<file path="src/rtl/nand_ecc_pkg.sv">
package nand_ecc_pkg;
    localparam int DEF_SECTOR_BYTES = 512;
    localparam int DEF_BUS_W        = 16;
    localparam int DEF_CS_W         = 3;
    localparam int DEF_PTR_W        = 4;
    localparam int BYTE_W           = 8;
    localparam int BITSEL_W         = 3;
    localparam int HALF_W           = 16;
endpackage

</file>
<file path="src/rtl/nand_ecc_byte_par.sv">
module nand_ecc_byte_par
    import nand_ecc_pkg::*;
#(
    parameter int IDX_W = 9
) (
    input  logic [IDX_W-1:0]          idx,
    input  logic [BYTE_W-1:0]         dat,
    output logic [IDX_W+BITSEL_W-1:0] up_x,
    output logic [IDX_W+BITSEL_W-1:0] low_x
);
    localparam int FLD_W = IDX_W + BITSEL_W;

    always_comb begin
        up_x  = '0;
        low_x = '0;
        for (int b = 0; b < BYTE_W; b++) begin
            if (dat[b]) begin
                up_x  = up_x ^ {idx, BITSEL_W'(b)};
                low_x = low_x ^ ~{idx, BITSEL_W'(b)};
            end
        end
    end
endmodule

</file>
<file path="src/rtl/nand_ecc_pack.sv">
module nand_ecc_pack
    import nand_ecc_pkg::*;
#(
    parameter int FLD_W = 12
) (
    input  logic [FLD_W-1:0] up_f,
    input  logic [FLD_W-1:0] low_f,
    output logic [31:0]      result,
    output logic [23:0]      code
);
    localparam int PAD_W = HALF_W - FLD_W;

    assign result = {{PAD_W{1'b0}}, up_f, {PAD_W{1'b0}}, low_f};
    assign code   = {up_f[FLD_W-1 -: 4], low_f[FLD_W-1 -: 4],
                     up_f[BYTE_W-1:0], low_f[BYTE_W-1:0]};
endmodule

</file>
<file path="src/rtl/nand_ecc_acc.sv">
module nand_ecc_acc
    import nand_ecc_pkg::*;
#(
    parameter int SECTOR_BYTES = DEF_SECTOR_BYTES,
    parameter int BUS_W        = DEF_BUS_W,
    parameter int CS_W         = DEF_CS_W,
    parameter int PTR_W        = DEF_PTR_W
) (
    input  logic              clk,
    input  logic              rst_n,
    input  logic              cfg_clear,
    input  logic              cfg_enable,
    input  logic [CS_W-1:0]   cfg_cs,
    input  logic              cfg_wide,
    input  logic              bus_valid,
    input  logic [CS_W-1:0]   bus_cs,
    input  logic [BUS_W-1:0]  bus_data,
    output logic [31:0]       result,
    output logic [23:0]       code,
    output logic              done,
    output logic [PTR_W-1:0]  res_ptr
);
    localparam int IDX_W = $clog2(SECTOR_BYTES);
    localparam int FLD_W = IDX_W + BITSEL_W;
    localparam int CNT_W = $clog2(SECTOR_BYTES + 1);
    localparam int LANES = BUS_W / BYTE_W;

    typedef struct packed {
        logic [FLD_W-1:0] up;
        logic [FLD_W-1:0] low;
        logic [CNT_W-1:0] cnt;
        logic             done;
        logic [PTR_W-1:0] ptr;
    } acc_t;

    acc_t st_q, st_d;

    logic [FLD_W-1:0] lane_up  [LANES];
    logic [FLD_W-1:0] lane_low [LANES];
    logic [LANES-1:0] lane_use;

    genvar l;
    generate
        for (l = 0; l < LANES; l++) begin : g_lane
            logic [IDX_W-1:0] idx_l;
            logic             range_ok;
            assign idx_l    = st_q.cnt[IDX_W-1:0] + IDX_W'(l);
            assign range_ok = (st_q.cnt + CNT_W'(l)) < CNT_W'(SECTOR_BYTES);
            if (l == 0) begin : g_base
                assign lane_use[l] = range_ok;
            end else begin : g_wide
                assign lane_use[l] = range_ok && cfg_wide;
            end
            nand_ecc_byte_par #(.IDX_W(IDX_W)) u_par (
                .idx   (idx_l),
                .dat   (bus_data[l*BYTE_W +: BYTE_W]),
                .up_x  (lane_up[l]),
                .low_x (lane_low[l])
            );
        end
    endgenerate

    logic take;
    assign take = cfg_enable && bus_valid && (bus_cs == cfg_cs) && !st_q.done;

    always_comb begin
        st_d = st_q;
        if (cfg_clear) begin
            st_d     = '0;
            st_d.ptr = PTR_W'(1);
        end else if (take) begin
            for (int k = 0; k < LANES; k++) begin
                if (lane_use[k]) begin
                    st_d.up  = st_d.up ^ lane_up[k];
                    st_d.low = st_d.low ^ lane_low[k];
                    st_d.cnt = st_d.cnt + CNT_W'(1);
                end
            end
            st_d.done = (st_d.cnt == CNT_W'(SECTOR_BYTES));
        end
    end

    always_ff @(posedge clk or negedge rst_n) begin
        if (!rst_n) st_q <= '0;
        else        st_q <= st_d;
    end

    nand_ecc_pack #(.FLD_W(FLD_W)) u_pack (
        .up_f   (st_q.up),
        .low_f  (st_q.low),
        .result (result),
        .code   (code)
    );

    assign done    = st_q.done;
    assign res_ptr = st_q.ptr;

    p_clear_empties_r2: assert property (@(posedge clk) disable iff (!rst_n)
        cfg_clear |=> (result == 32'd0) && !done && (res_ptr == PTR_W'(1)));
    p_cs_mismatch_r3: assert property (@(posedge clk) disable iff (!rst_n)
        (!cfg_clear && bus_cs != cfg_cs) |=> $stable(result) && $stable(st_q.cnt));
    p_done_sticky_r9: assert property (@(posedge clk) disable iff (!rst_n)
        (done && !cfg_clear) |=> done && $stable(result));
    p_done_full_r9: assert property (@(posedge clk) disable iff (!rst_n)
        done |-> (st_q.cnt == CNT_W'(SECTOR_BYTES)));
    p_freeze_r10: assert property (@(posedge clk) disable iff (!rst_n)
        (!cfg_enable && !cfg_clear) |=> $stable(result) && $stable(st_q.cnt));
    p_no_overflow_r5: assert property (@(posedge clk) disable iff (!rst_n)
        st_q.cnt <= CNT_W'(SECTOR_BYTES));
endmodule

</file>
<file path="config.mk">
export PLATFORM = sky130hd
export DESIGN_NAME = nand_ecc_acc
export DESIGN_NICKNAME = d
export VERILOG_FILES = /design/src/rtl/nand_ecc_pkg.sv /design/src/rtl/nand_ecc_byte_par.sv /design/src/rtl/nand_ecc_pack.sv /design/src/rtl/nand_ecc_acc.sv
export SDC_FILE = /design/constraint.sdc
export NUM_CORES = 1
export LEC_CHECK = 0
export CELL_PAD_IN_SITES_DETAIL_PLACEMENT = 1
export CELL_PAD_IN_SITES_GLOBAL_PLACEMENT = 2
export CORE_MARGIN = 5
export CORE_UTILIZATION = 31
export CTS_CLUSTER_DIAMETER = 80
export DETAILED_ROUTE_END_ITERATION = 16
export GPL_ROUTABILITY_DRIVEN = 0
export PLACE_DENSITY_LB_ADDON = 0.15
export SLEW_MARGIN = 10
export SYNTH_ARGS = -nofsm -noshare
export SYNTH_HDL_FRONTEND = slang
export SYNTH_SLANG_ARGS = --single-unit
</file>
<file path="constraint.sdc">
create_clock -name clk -period 8.65 [get_ports clk]
set_input_delay 2.595 -clock clk [delete_from_list [all_inputs] [get_ports clk]]
set_output_delay 2.595 -clock clk [all_outputs]
set_load 0.01 [all_outputs]
</file>
==> flow_summary.yaml <==
run_status:
  status: "completed"
final_layout:
  seq_area_um2: 901
  stdcell_count: 614
  antenna_cells: 0
  drive_above_1_share: 0.0557
  nets: 500
  multi_input_area_um2: 2230
  n_fill_cell: 1433
  area_growth_pct: 15.0
placement:
  dp_hpwl_mm: 7.67
  post-place-ws_ps: 3270
  dpl.cell_count: 609
  portBuffers: 77
clock_network:
  cts_tree: "done"
  clk_latency_ps: 280
  cts_max_level: 2
  clockBufferDepth: 2
  path_clk_slew_ps: 50
  clock-sinks: 36
  cts_buffers: 5
  cts_root_buffer: "clkbuf_16"
  post_cts_resized: 0
  ctsHoldBuffers: 0
  post_cts_buffers: 0
timing:
  slew_viol_final: 0
  finalSetupTns_ps: 0
  worst_pin_slew_ps: 914
  timing.final.crit_share: 0.585
  rsz0062_at_grt: "false"
  fmax_mhz: 198
  period_minus_slack_ps: 5060
  hold_viol_final: 0
  max_slew_margin: 0.391
  finalSetupViolCount: 0
  finalClockSkew_ps: 4.42
  setup_ws_ps: 3590
worst_setup_path:
  arrival_ps: 5230
  critPathKind: "in -> reg"
  startpoint_type: "input pin"
  end_kind: "register"
  crit_fanout: 12
  critPathRequiredTime_ps: 8820
pwr:
  p_leak_uw: 0.00156
  power_uw: 515
  power_density_nw_per_um2: 121
  ir_drop_uv: 52.9
logic_synthesis:
  synth_top_area_cell: "dfrtp_1"
  syn_area_per_cell_um2: 8.01
  synth_enable_flop_cells: 0
  syn_area_um2: 3700
  synthDominantCellAreaShare: 0.243
  ys_ff_latch: 36
  synth_cell_type_count: 62
  yosys-top-cells-area: "dfrtp_1, buf_4, xnor2_1"
  ys_async_sr_fraction: 1.00
  synthFlopType: "dfrtp_1"
  synthCells: 462
  synth-seq-area-share: 0.243
  yosysWarningCount: 0
route:
  routed_via_density: 5.16
  ant_nets: 0
  num_vias: 3167
  drc_errors: 0
  wl_per_cell_um: 16.5
  firstDrtPassIters: 4
  routed_wl_mm: 10.2
  drt_iter0_drc: 148
floorplan:
  fp.dieH_um: 119
  fp-row-count: 40
  io_pins: 89
  die-area_um2: 14200
  start_util: 0.312
  die_w_um: 119
  core_area_um2: 11900
global_route:
  grt_util_all_layers: 0.149
  grt_start_max_net_pins: 52
  antenna_found_initial: 0
  grt_pass1_vias: 3413
  grt_pass1_wl_mm: 17.5
  overflow: 0
min_path:
  hold_path_class: "reg -> reg"
flow_run:
  cap_violations: 0
[layout make-up]
| class | count | share of cell area |
|---|---|---|
| tap | 147 | 0.0432 |
| timing repair buffer | 80 | 0.184 |
| inverter | 8 | 0.00706 |
| multi-input combinational | 338 | 0.524 |
| sequential | 36 | 0.212 |
| clock buffer | 5 | 0.0294 |
[kinds of logic (layout without fill, tap and decap cells)]
| kind of cell | after synthesis | count (layout) | synth area share |
|---|---|---|---|
| other | 1 | 11 | 0.00101 |
| multiplexers | 19 | 19 | 0.0561 |
| adder cells (fa/ha/maj) | 3 | 3 | 0.0101 |
| flip-flops | 36 | 36 | 0.243 |
| AO/OA/AOI/OAI | 82 | 82 | 0.145 |
| AND/OR/NAND/NOR | 164 | 164 | 0.227 |
| XOR/XNOR | 59 | 59 | 0.154 |
| buffers and inverters | 98 | 93 | 0.164 |
[layer usage]
layer  track usage  routed length (um)
met1         0.193                4700
met2         0.254                4990
met3        0.0271                 293
met4        0.0420                 169
met5             0                   0
[registers in the layout, summed over array words and instances (netlist names)]
name,flops
st_q,34
done,1
res_ptr,1
[worst max-delay path, cell delays in order]
cell and delay [ps]:
clkdlybuf4s50_1 450, xnor2_1 300, xnor2_2 200, xor2_1 200, nor2_1 630, a21oi_1 210
a32oi_1 280, mux2_1 340
[where the power goes]
part	total [uW]	internal [uW]	switching, uW	leakage, uW
clock network	170	102	67.8	0.0000616
registers	173	171	2.60	0.000497
logic	172	68.4	103	0.00100
[final timing paths]
check	from	to	slack (ps)	cells past startpoint
worst max-delay path	bus_data[9]	st_q[35]	3590	8
worst min-delay path	res_ptr[0]	res_ptr[0]	460	1
worst max register to register	st_q[7]	done	4780	13
worst min register to register	res_ptr[0]	res_ptr[0]	460	1
max in group asynchronous	rst_n	st_q[18]	5670	1
min in group asynchronous	rst_n	st_q[14]	2420	1
[Yosys cell counts, types with 2 or more instances]
library cell / instances
mux2i_1: 5
dfrtp_1: 36
or4_1: 3
o21ai_1: 5
or3_1: 15
o221ai_1: 4
a22oi_1: 3
xor2_1: 15
ha_1: 3
nand2_1: 29
nor2b_1: 17
xnor2_2: 6
a311oi_1: 2
buf_2: 4
inv_2: 3
nand2b_1: 3
inv_1: 5
nand4_1: 4
buf_1: 4
mux2_1: 14
nor4_1: 6
clkbuf_1: 21
o32ai_1: 2
and3_1: 3
o211ai_2: 2
and2_1: 3
a31oi_1: 3
a211oi_1: 3
o21ai_0: 15
o211ai_1: 4
nor3_1: 8
or4b_1: 3
nor2_1: 49
a21oi_1: 26
nor4bb_1: 2
nand3_1: 11
xnor2_1: 37
buf_4: 60
[through the flow]
stage	area, um2	util	hold WS (ps)
CTS	4250	0.359	475
global placement	4130	0.348	450
finish	4250	0.359	465
detailed placement	4130	0.348	459
floorplan	3740	-	438
global route	4250	0.359	476
[layout by cell type, fill, tap and decap left out, types with 5 or more instances in the layout]
cell | synthesis | layout
a21oi_1 | 26 | 26
clkbuf_16 | 0 | 5
clkdlybuf4s50_1 | 0 | 75
conb_1 | 1 | 11
dfrtp_1 | 36 | 36
inv_1 | 5 | 5
mux2_1 | 14 | 14
mux2i_1 | 5 | 5
nand2_1 | 29 | 29
nand3_1 | 11 | 11
nor2_1 | 49 | 49
nor2b_1 | 17 | 17
nor3_1 | 8 | 8
nor4_1 | 6 | 6
o21ai_0 | 15 | 15
o21ai_1 | 5 | 5
or3_1 | 15 | 15
xnor2_1 | 37 | 37
xnor2_2 | 6 | 6
xor2_1 | 15 | 15
Power figures use the tool's default switching activity.
